File: src/rtl/expect_handoff_pkg.sv
// Package: expect_handoff_pkg
// Shared types for the expectation latch. The pending level is held as a
// two-value enum, so that waveforms and checks name the two states.
// Assumes: nothing beyond IEEE 1800-2017 synthesizable subset.
package expect_handoff_pkg;

    typedef enum logic {
        PEND_CLEAR = 1'b0,
        PEND_ARMED = 1'b1
    } pend_e;

    // Next state of the pending level; arm has priority over hit.
    function automatic pend_e pend_next(input pend_e cur, input logic arm, input logic hit);
        pend_e nxt;
        if (arm)      nxt = PEND_ARMED;
        else if (hit) nxt = PEND_CLEAR;
        else          nxt = cur;
        return nxt;
    endfunction

endpackage

File: src/rtl/pend_latch.sv
// Module: pend_latch
// Set/clear storage for the outstanding expectation. An arm pulse sets the
// level and a hit pulse clears it. If both arrive in one cycle, arm wins.
// Assumes: arm_i and hit_i are synchronous to clk; reset is synchronous,
// active low.
module pend_latch
    import expect_handoff_pkg::*;
(
    input  logic clk,
    input  logic rst_n,
    input  logic arm_i,
    input  logic hit_i,
    output logic pending_o
);

    pend_e state_q;
    pend_e state_d;

    // Compute the next pending state from the two request pulses.
    always_comb begin
        state_d = pend_next(state_q, arm_i, hit_i);
    end

    // Register the pending state; reset returns it to clear.
    always_ff @(posedge clk) begin
        if (!rst_n) state_q <= PEND_CLEAR;
        else        state_q <= state_d;
    end

    assign pending_o = (state_q == PEND_ARMED);

endmodule

File: src/rtl/pulse_delay.sv
// Module: pulse_delay
// Fixed delay line of DEPTH flip-flops. A pulse entering in cycle c leaves
// in cycle c+DEPTH with its width unchanged. Pulses in consecutive cycles
// stay separate.
// Assumes: DEPTH >= 1; reset is synchronous, active low, and clears
// every stage.
module pulse_delay #(
    parameter int DEPTH = 3
) (
    input  logic clk,
    input  logic rst_n,
    input  logic pulse_i,
    output logic pulse_o
);

    localparam int LAST = DEPTH - 1;

    generate
        if (DEPTH == 1) begin : g_single
            logic stage_q;

            // Single-stage delay: capture the input pulse once.
            always_ff @(posedge clk) begin
                if (!rst_n) stage_q <= 1'b0;
                else        stage_q <= pulse_i;
            end

            assign pulse_o = stage_q;
        end else begin : g_chain
            logic [LAST:0] stage_q;

            // Multi-stage delay: shift the input toward the last stage.
            always_ff @(posedge clk) begin
                if (!rst_n) stage_q <= '0;
                else        stage_q <= {stage_q[LAST-1:0], pulse_i};
            end

            assign pulse_o = stage_q[LAST];
        end
    endgenerate

endmodule

File: src/rtl/handoff_gate.sv
// Module: handoff_gate
// Passes the delayed hit onward only while no expectation is pending.
// Assumes: both inputs come from registers, so the output is glitch-free
// as seen by the next clocked stage.
module handoff_gate (
    input  logic dly_i,
    input  logic pending_i,
    output logic handoff_o
);

    // Block the delayed pulse whenever an expectation is still outstanding.
    always_comb begin
        handoff_o = dly_i & ~pending_i;
    end

endmodule

File: src/rtl/expect_handoff.sv
// Module: expect_handoff (top)
// Expectation latch with delayed handoff. Records a pending expectation on
// arm, clears it on hit, replays the hit after DELAY cycles, and forwards
// that replay on handoff_o only while the expectation is low.
// Assumes: DELAY >= 1; all pulses are synchronous to clk; synchronous
// active-low reset.
module expect_handoff #(
    parameter int DELAY = 3
) (
    input  logic clk,
    input  logic rst_n,
    input  logic arm_i,
    input  logic hit_i,
    output logic pending_o,
    output logic hit_dly_o,
    output logic handoff_o
);

    logic pend_w;
    logic dly_w;

    pend_latch u_latch (
        .clk       (clk),
        .rst_n     (rst_n),
        .arm_i     (arm_i),
        .hit_i     (hit_i),
        .pending_o (pend_w)
    );

    pulse_delay #(.DEPTH(DELAY)) u_delay (
        .clk     (clk),
        .rst_n   (rst_n),
        .pulse_i (hit_i),
        .pulse_o (dly_w)
    );

    handoff_gate u_gate (
        .dly_i     (dly_w),
        .pending_i (pend_w),
        .handoff_o (handoff_o)
    );

    assign pending_o = pend_w;
    assign hit_dly_o = dly_w;

endmodule

File: config.mk
export PLATFORM = sky130hd
export DESIGN_NAME = expect_handoff
export DESIGN_NICKNAME = d
export VERILOG_FILES = /design/src/rtl/expect_handoff_pkg.sv /design/src/rtl/pend_latch.sv /design/src/rtl/pulse_delay.sv /design/src/rtl/handoff_gate.sv /design/src/rtl/expect_handoff.sv
export SDC_FILE = /design/constraint.sdc
export NUM_CORES = 1
export LEC_CHECK = 0
export BUFFER_PORTS_ARGS = -buffer_cell sky130_fd_sc_hd__buf_2
export CORE_AREA = 2 2 39 41
export CTS_BUF_LIST = sky130_fd_sc_hd__clkbuf_8
export CTS_CLUSTER_SIZE = 12
export DETAILED_ROUTE_END_ITERATION = 8
export DIE_AREA = 0 0 41 43
export GPL_ROUTABILITY_DRIVEN = 0
export SLEW_MARGIN = 0
export SYNTH_ARGS = -nofsm -noshare
export SYNTH_HDL_FRONTEND = slang
export SYNTH_SLANG_ARGS = --single-unit
File: constraint.sdc
create_clock -name clk -period 0.8 [get_ports clk]
set_input_delay 0.12 -clock clk [delete_from_list [all_inputs] [get_ports clk]]
set_output_delay 0.12 -clock clk [all_outputs]
set_load 0.005 [all_outputs]
Word-level counts from Yosys, hierarchy flattened
Cells that the tools add are included.

Register bits: 4. Output and inout bits: 3. Word-level logic and storage cells: 7.

Mux-type cells: 2. Bitwise gates (word level): 2. Reduce and logical (&&, ||, !) cells: 1.

Operator list (count): $mux 1 (2); $reduce_bool 2->1 (1); $and 1x1->1 (1); $not 1->1 (1).

Longest topological paths before layout
Gate-level depths: netlist of run 1.

Depth after elaboration: 2. Mapped depth: 2. Mapped depth without buffers: 2.

Modules after synthesis
Synthesis of run 1 repeated with hierarchy kept, for this count alone.

Cell total of the unflattened synthesis: 10. Area, all modules: 133.9 µm².

Modules (own cells, without submodules): pulse_delay (times used 1, cells each 6, area an instance 78.8 µm², sequential area each 60.1 µm²); pend_latch (times used 1, cells each 3, area an instance 41.3 µm², sequential area each 20.0 µm²); handoff_gate (times used 1, cells each 1, area an instance 13.8 µm², sequential area each 0.0 µm²).

Least setup slack after synthesis of run 1
No wires, ideal clock.

Path kind: register to register. Start: reg, netlist name u_latch.pending_o. End: reg u_latch.state_q, in the netlist u_latch.pending_o. Library setup time: 0.115 ns. Arrival time: 0.569 ns. Required time: 0.685 ns. Setup slack: 0.116 ns. Stages on the path, launching flop included: 3. Path buffers: 0. Clock period less this slack: 0.684 ns. Cell sequence: dfxtp_1 > nor2b_1 > o21a_1.

RTL lines: end signal: assignment (line pend_latch.sv:27) `else state_q <= state_d;`; end: declaration (line pend_latch.sv:16) `pend_e state_q;`.

Worst setup path after layout of run 1
Start: reg u_latch.state_q, in the netlist u_latch.pending_o. End: out handoff_o.

Cells in the longest elaborated chain, start to end: 2.

Ends and longest elaborated chain: $not 1->1 (line handoff_gate.sv:13) `handoff_o = dly_i & ~pending_i;`; $and 1x1->1 (line handoff_gate.sv:13); end: declaration (line expect_handoff.sv:16) `output logic handoff_o`.

No other way between the ends.

==> results.yml, run 1 <==
run_status:
  status: "complete, but fails checks"
  violations: "negative setup slack"
synth:
  synth_cell_type_count: 5
  syn_inst: 10
  synth_top_family_by_area: "simple AND/OR/NAND/NOR gates"
  synth-xor-area-share_pct: 0
  ys_seq_area_share_pct: 66.0
  syn_avg_cell_area_um2: 12.1
  synth_simple_gate_area_share_pct: 27.8
  netlist_area_um2: 121
  synth_nets: 14
  ys.warnings.count: 0
  synth_fa_ha_area_share_pct: 0
  muxShareOfSynthArea_pct: 0
  ys_ff_latch: 4
  synth_compound_area_share_pct: 6.19
detailed_routing:
  first_iter_violations: 7
  routed_wl_um: 255
  wl_per_cell_um: 7.08
  vias_per_cell: 2.83
  ant_nets: 0
  drt_pass1_iterations: 4
  drcViolationCount: 0
  dr_total_vias: 102
die:
  num_rows: 14
  die-width_um: 41
  start_util_pct: 8.77
  die-area_um2: 1760
  die_h_um: 43
  ios: 7
  coreArea_um2: 1380
power:
  ir_drop_mv: 0.653
  switchingPower_w: 0.000108
  combPwrFrac_pct: 5.5
  p_clk_share_pct: 62.2
  static-leakage-power_nw: 0.108
  seqPwrFrac_pct: 32.2
  swShare_pct: 16.3
  p_per_area_nw_per_um2: 2840
  p_int_w: 0.000556
flow_run:
  max_cap_violations: 0
clocking:
  clkLatencyLatePin_ns: 0.21
  cts_sinks: 4
  path_clk_slew_ns: 0.03
  holdBufCountCts: 0
  cts-root-buf: "clkbuf_8"
  tritoncts: "yes"
  numCtsBuffers: 3
  clockBufferDepth: 2
  cts-htree-levels: 1
grt:
  grt_pass1_vias: 107
  grt_pass1_wl_um: 358
  grt_max_degree: 5
  grt_overflow: 0
  grt_usage_pct: 4.12
  antenna_found_initial: 0
cells_and_area:
  syn2layout_area_growth_pct: 92.8
  drive_gt1_share_pct: 60.0
  multi_input_area_um2: 41.3
  num-nets-final: 26
  seq_area_um2: 81.3
  final.fill_count: 151
  diodes: 0
timing:
  holdWs_ns: 0.122
  finalHoldViolations: 0
  finalClockSkew_ns: 0.000922
  fmax_ghz: 1.04
  tns_ns: -0.257
  rsz0062_at_grt: "true"
  layout_min_cycle_time_ns: 0.963
  slew_violations: 0
  slew-limit-headroom_pct: 93.8
  tightestPinTransition_ns: 0.0923
  setup_viol: 3
  worst_slack_ns: -0.163
  period_share_pct: 120
setup_path:
  path_cells: "and2b_2 -> buf_6"
  critPathTopFamily: "flip-flops"
  cpPeakStageDelay_ns: 0.31
  crit_type: "reg -> out"
  crit_required_ns: 0.68
  worst_setup_path_start_kind: "flop"
  critPathBufInv: 1
  cp.arrival_ns: 0.84
  crit_fanout: 2
  crit_slowest_cell: "dfxtp_2"
  crit_path_end_kind: "output port"
hold_path:
  min_path_type: "in -> reg"
placement:
  numPortBuffers: 6
[final timing paths]
| check | from | to | slack [ns] | depth (start not counted) |
|---|---|---|---|---|
| min | arm_i | u_latch.pending_o$_SDFFE_PN0P_ | 0.12 | 2 |
| max | u_latch.pending_o$_SDFFE_PN0P_ | handoff_o | -0.16 | 2 |
| min reg2reg | u_delay.g_chain.stage_q[1]$_SDFF_PN0_ | u_delay.g_chain.stage_q[2]$_SDFF_PN0_ | 0.43 | 1 |
| max reg2reg | u_latch.pending_o$_SDFFE_PN0P_ | u_latch.pending_o$_SDFFE_PN0P_ | -0.02 | 3 |
[area by class of cell]
cell class	instances	share of cell area, %
flip-flops and latches	4	34.8
repair buffers	7	21.4
multi-input cells	6	17.6
clock buffers	3	17.6
well taps	16	8.56
[cells in the mapped netlist]
library cell | n | share of area (%)
dfxtp_1 | 4 | 66
and2_1 | 3 | 15
and2b_2 | 1 | 7.2
nor2b_1 | 1 | 5.2
o21a_1 | 1 | 6.2
[cell families (layout without fill, tap and decap cells)]
group,after synthesis,count (layout)
AO/OA/AOI/OAI,1,1
buffers and inverters,0,10
flip-flops,4,4
AND/OR/NAND/NOR,5,5
[power by group through the flow]
| stage | Combinational (W) | Sequential, W | Clock [W] |
|---|---|---|---|
| detailed placement | 0.0000254 | 0.000216 | 0 |
| floorplan | 0.00000968 | 0.000216 | 0 |
| global placement | 0.0000258 | 0.000215 | 0 |
| global route | 0.0000415 | 0.000215 | 0.000440 |
| finish | 0.0000367 | 0.000214 | 0.000413 |
| CTS | 0.0000349 | 0.000214 | 0.000432 |
[sequential cells by signal (all words and copies together), names as in the netlist]
register,count
u_delay.g_chain.stage_q,3
u_latch.pending_o,1
[layer usage]
metal	GRT usage, %	wire [µm]	vias up
li1	-	-	51
met4	4.00	0	0
met5	0	0	-
met2	4.06	82	11
met1	3.22	110	40
met3	6.28	61	0
[cell usage in the layout, fill, tap and decap left out]
cell type  n
and2_1     3
and2b_2    1
buf_2      4
buf_4      1
buf_6      2
clkbuf_8   3
dfxtp_1    3
dfxtp_2    1
nor2b_1    1
o21a_1     1
[what timing repair did]
item                       4_1_cts  5_1_grt
buffers inserted                 1        0
setup endpoints to repair        1        3
resized for setup                2        1
[through the flow]
step / utilization (%) / instance area [µm²] / worst slack, ns / power (W) / instances
2_1_floorplan: - / 121 / 0.116 / 0.000226 / 10
3_3_place_gp: 12.4 / 171 / 0.0602 / 0.000241 / 32
3_5_place_dp: 12.4 / 171 / 0.0424 / 0.000242 / 32
4_1_cts: 16.5 / 228 / -0.164 / 0.000681 / 36
5_1_grt: 16.9 / 234 / -0.195 / 0.000696 / 36
6_report: 16.9 / 234 / -0.163 / 0.000664 / 36
(Power assumes the default switching activity.)
==> run 2: changes to the inputs <==
==> constraint.sdc (replaced) <==
create_clock -name clk -period 0.8 [get_ports clk]
set_input_delay 0.2 -clock clk [delete_from_list [all_inputs] [get_ports clk]]
set_output_delay 0.2 -clock clk [all_outputs]
set_load 0.005 [all_outputs]
==> run 2 against run 1 <==
The run still ends with negative setup slack left. Combinational power fell by 2%. Die area did not move. Non-clock buffer count did not move. Total power rose by 0.62%. Clock power rose by 1%. Via count fell by 2.0%. Register-to-register slack barely moved. Sequential cell count did not move. Routed wire length fell by 10%. Core utilization rose by 0.090 points. Final area rose by 0.54%. Final cell count did not move. Critical path type unchanged.
==> results.yml, run 2 (same netlist as run 1, synthesis figures left out) <==
setup_path:
  cp.arrival_ns: 0.84
  critPathCapture: "handoff_o"
  crit_fanout: 2
  reg2reg_from: "u_latch.pending_o$_SDFFE_PN0P_"
  crit_required_ns: 0.60
  worstSetupStartpoint: "u_latch.pending_o$_SDFFE_PN0P_"
  worst_setup_path_start_kind: "flop"
  r2r_slack_ns: -0.01
  crit_path_end_kind: "output port"
  crit_type: "reg -> out"
  r2r-end: "u_latch.pending_o$_SDFFE_PN0P_"
  rr_worst_depth: 3
detailed_routing:
  first_iter_violations: 3
  vias_per_cell: 2.78
  wl_per_cell_um: 6.36
  drcViolationCount: 0
  ant_nets: 0
  drt_pass1_iterations: 4
  routed_wl_um: 229
  dr_total_vias: 100
cells_and_area:
  drive_gt1_share_pct: 65.0
  num-nets-final: 26
  final_cell_mix: "buf_2, and2_1, clkbuf_8"
  seq_area_um2: 82.6
  multi_input_area_um2: 41.3
  final_common_cell: "buf_2"
  largest_reg_flops: 3
  instances_no_fill: 36
  final.fill_count: 154
  syn2layout_area_growth_pct: 93.8
  diodes: 0
  utilization_pct: 17.0
  registers.top_by_ff_count: "u_delay.g_chain.stage_q"
timing:
  finalHoldViolations: 0
  slew-limit-headroom_pct: 94.5
  rsz0062_at_grt: "true"
  tightestPinTransition_ns: 0.0823
  slew_violations: 0
  finalClockSkew_ns: 0.00233
  period_share_pct: 130
  setup_viol: 4
  layout_min_cycle_time_ns: 1.04
  worst_slack_ns: -0.242
  fmax_ghz: 0.960
clocking:
  numCtsBuffers: 3
  cts-root-buf: "clkbuf_8"
  clkLatencyLatePin_ns: 0.22
  clockBufferDepth: 2
  path_clk_slew_ns: 0.03
  tritoncts: "yes"
  cts_sinks: 4
  cts-htree-levels: 1
run_status:
  violations: "negative setup slack"
  status: "complete, but fails checks"
grt:
  use_met2_pct: 3.75
  grt_pass1_wl_um: 393
  grt_overflow: 0
  use_met1_pct: 3.21
  grt_max_degree: 5
  grt_use_met3_pct: 9.42
  grt_pass1_vias: 107
  antenna_found_initial: 0
  grt.busiest_layer: "met3"
  grt_usage_pct: 4.61
die:
  die_h_um: 43
  coreArea_um2: 1380
  ios: 7
  start_util_pct: 8.77
  die-width_um: 41
  die-area_um2: 1760
  num_rows: 14
power:
  ir_drop_mv: 0.747
  static-leakage-power_nw: 0.109
  p_per_area_nw_per_um2: 2840
flow_run:
  max_cap_violations: 0
placement:
  numPortBuffers: 6
  place_ws_ns: -0.0393
  place_inst: 32
hold_path:
  min_path_type: "in -> reg"
[run 2: cell counts in the layout (fill, tap and decap cells not counted)]
Identical to the previous run, type by type.
[run 2: routing by layer]
layer	part of all wire (%)	wire length [µm]
met5	0	0
met4	2.6	6
met3	30	69
met2	24	54
met1	43	98
[run 2: worst max-delay path: stages, from the launching register on]
cell and delay (ns):
dfxtp_2 0.31, and2b_2 0.21, buf_6 0.11
[run 2: worst min path at each step]
| stage | end | slack [ns] | depth (start not counted) | from |
|---|---|---|---|---|
| 6_report | u_latch.pending_o$_SDFFE_PN0P_ | 0.19 | 2 | arm_i |
| 3_3_place_gp | u_latch.pending_o$_SDFFE_PN0P_ | 0.41 | 2 | arm_i |
| 2_1_floorplan | u_latch.pending_o$_SDFFE_PN0P_ | 0.32 | 1 | rst_n |
| 3_5_place_dp | u_latch.pending_o$_SDFFE_PN0P_ | 0.42 | 2 | arm_i |
| 4_1_cts | u_latch.pending_o$_SDFFE_PN0P_ | 0.19 | 2 | arm_i |
| 5_1_grt | u_latch.pending_o$_SDFFE_PN0P_ | 0.20 | 2 | arm_i |
[run 2: stage by stage]
step	total power, W	TNS [ns]	hold WS, ns	area, µm²
floorplan	0.000226	0	0.318	121
global placement	0.000241	-0.0364	0.411	171
detailed placement	0.000242	-0.0393	0.419	171
CTS	0.000682	-0.457	0.195	229
global route	0.000709	-0.532	0.202	235
finish	0.000668	-0.432	0.192	235
[run 2: final cells by class]
type / instances / area share [%]
sequential: 4 / 35.1
timing repair buffer: 7 / 21.3
multi-input combinational: 6 / 17.6
clock buffer: 3 / 17.6
tap: 16 / 8.51
[run 2: report_power, final]
| part | internal (W) | switching (W) |
|---|---|---|
| clock | 0.000320 | 0.0000984 |
| sequential | 0.000211 | 0.00000243 |
| combinational | 0.0000248 | 0.0000110 |
| total | 0.000556 | 0.000112 |
[run 2: timing repair]
action                                  in CTS  in global routing
gates resized for setup                      3                  1
pin swaps                                    0                  0
hold buffers                                 0                  0
gates cloned                                 0                  0
endpoints found under the setup margin       3                  4
buffers inserted                             1                  0
==> run 3: changes to the inputs <==
Clock period 0.8 ns to 1.3 ns, I/O delays scaled along.
==> run 3 against run 2 <==
The flow now finishes without violations. Critical path depth is the same. Routed wire length is 0.44% lower. Largest cell class unchanged. Non-clock buffer count down 1. Worst hold slack improved by 0.13 ns. Critical path type unchanged. Core utilization shrank 1.6 points. Setup slack better by 0.35 ns. Clock-buffer cell count unchanged.
==> results.yml, run 3 (same netlist as run 1, synthesis figures left out) <==
run_status:
  status: "finished, final reports clean"
power:
  p_clk_share_pct: 63.4
  switchingPower_w: 0.0000654
  static-leakage-power_nw: 0.101
  seqPwrFrac_pct: 32.7
  p_int_w: 0.000336
  combPwrFrac_pct: 3.9
  swShare_pct: 16.3
  p_per_area_nw_per_um2: 1890
  ir_drop_mv: 0.424
die:
  die-width_um: 41
  coreArea_um2: 1380
  num_rows: 14
  die_h_um: 43
  die-area_um2: 1760
  ios: 7
  start_util_pct: 8.77
setup_path:
  crit_required_ns: 0.98
  crit_type: "reg -> out"
  crit_fanout: 3
  cp.arrival_ns: 0.86
  crit_path_end_kind: "output port"
  worst_setup_path_start_kind: "flop"
timing:
  slew_violations: 0
  fmax_ghz: 0.841
  finalHoldViolations: 0
  period_share_pct: 91.5
  tightestPinTransition_ns: 0.0924
  layout_min_cycle_time_ns: 1.19
  rsz0062_at_grt: "false"
  finalClockSkew_ns: 0.00131
  tns_ns: 0
  slew-limit-headroom_pct: 93.8
  setup_viol: 0
placement:
  place_inst: 32
  numPortBuffers: 6
detailed_routing:
  dr_total_vias: 99
  top_layer: "met3"
  routed_wl_um: 228
  drt_pass1_iterations: 4
  vias_per_cell: 2.83
  ant_nets: 0
  first_iter_violations: 7
  wl_per_cell_um: 6.51
  drcViolationCount: 0
  wl_met1_um: 110
  met3RoutedLength_um: 62
  route.met2.wl_um: 55
cells_and_area:
  num-nets-final: 25
  final_common_cell: "buf_2"
  registers.top_by_ff_count: "u_delay.g_chain.stage_q"
  drive_gt1_share_pct: 52.6
  seq_area_um2: 80.1
  instances_no_fill: 35
  multi_input_area_um2: 41.3
  final_cell_mix: "buf_2, dfxtp_1, and2_1, clkbuf_8"
  syn2layout_area_growth_pct: 75.3
  largest_reg_flops: 3
  final.fill_count: 150
  diodes: 0
clocking:
  ctsResizeCount: 0
  cts_sinks: 4
  cts_setup_buffers: 0
  cts-root-buf: "clkbuf_8"
  tritoncts: "yes"
  numCtsBuffers: 3
  holdBufCountCts: 0
  path_clk_slew_ns: 0.03
  clockBufferDepth: 2
  cts-htree-levels: 1
  clkLatencyLatePin_ns: 0.21
grt:
  grt_pass1_wl_um: 317
  grt_usage_pct: 3.71
  grt_pass1_vias: 95
  antenna_found_initial: 0
  grt_overflow: 0
  grt_max_degree: 5
hold_path:
  min_path_type: "in -> reg"
flow_run:
  max_cap_violations: 0
## run 3: cell type report
class	count	area share, %
Tap cell	16	9.41
Clock buffer	3	19.4
Multi-Input combinational cell	6	19.4
Sequential cell	4	37.6
Timing Repair Buffer	6	14.1
## run 3: worst max-delay path, cell delays in order, from the launching register on
cell and delay [ns]:
dfxtp_1 0.33, and2b_2 0.21, buf_2 0.12
## run 3: power groups by stage
stage                     clock [W]  combinational [W]  sequential, W
after global routing       0.000270          0.0000182       0.000132
after global placement            0          0.0000159       0.000132
final                      0.000254          0.0000157       0.000132
after floorplan                   0         0.00000596       0.000133
after detailed placement          0          0.0000157       0.000133
after CTS                  0.000266          0.0000157       0.000131
## run 3: worst paths after layout
kind	start	end	slack [ns]	cells after the start
worst max register to register	u_latch.pending_o$_SDFFE_PN0P_	u_latch.pending_o$_SDFFE_PN0P_	0.61	2
worst min register to register	u_delay.g_chain.stage_q[1]$_SDFF_PN0_	u_delay.g_chain.stage_q[2]$_SDFF_PN0_	0.43	1
worst min-delay path	arm_i	u_latch.pending_o$_SDFFE_PN0P_	0.32	2
worst max-delay path	u_latch.pending_o$_SDFFE_PN0P_	handoff_o	0.11	2
## run 3: per-layer routing
layer,track usage (%),vias up
met4,4.00,0
met5,0,-
li1,-,50
met1,3.22,38
met3,6.28,0
met2,2.81,11
## run 3: stage by stage
step / worst slack (ns) / cell area (µm²) / util [%] / power (W) / hold slack (ns)
2_1_floorplan: 0.431 / 121 / - / 0.000139 / 0.412
3_3_place_gp: 0.355 / 171 / 12.4 / 0.000148 / 0.414
3_5_place_dp: 0.337 / 171 / 12.4 / 0.000149 / 0.426
4_1_cts: 0.102 / 213 / 15.4 / 0.000413 / 0.316
5_1_grt: 0.0586 / 213 / 15.4 / 0.000420 / 0.337
6_report: 0.110 / 213 / 15.4 / 0.000402 / 0.322
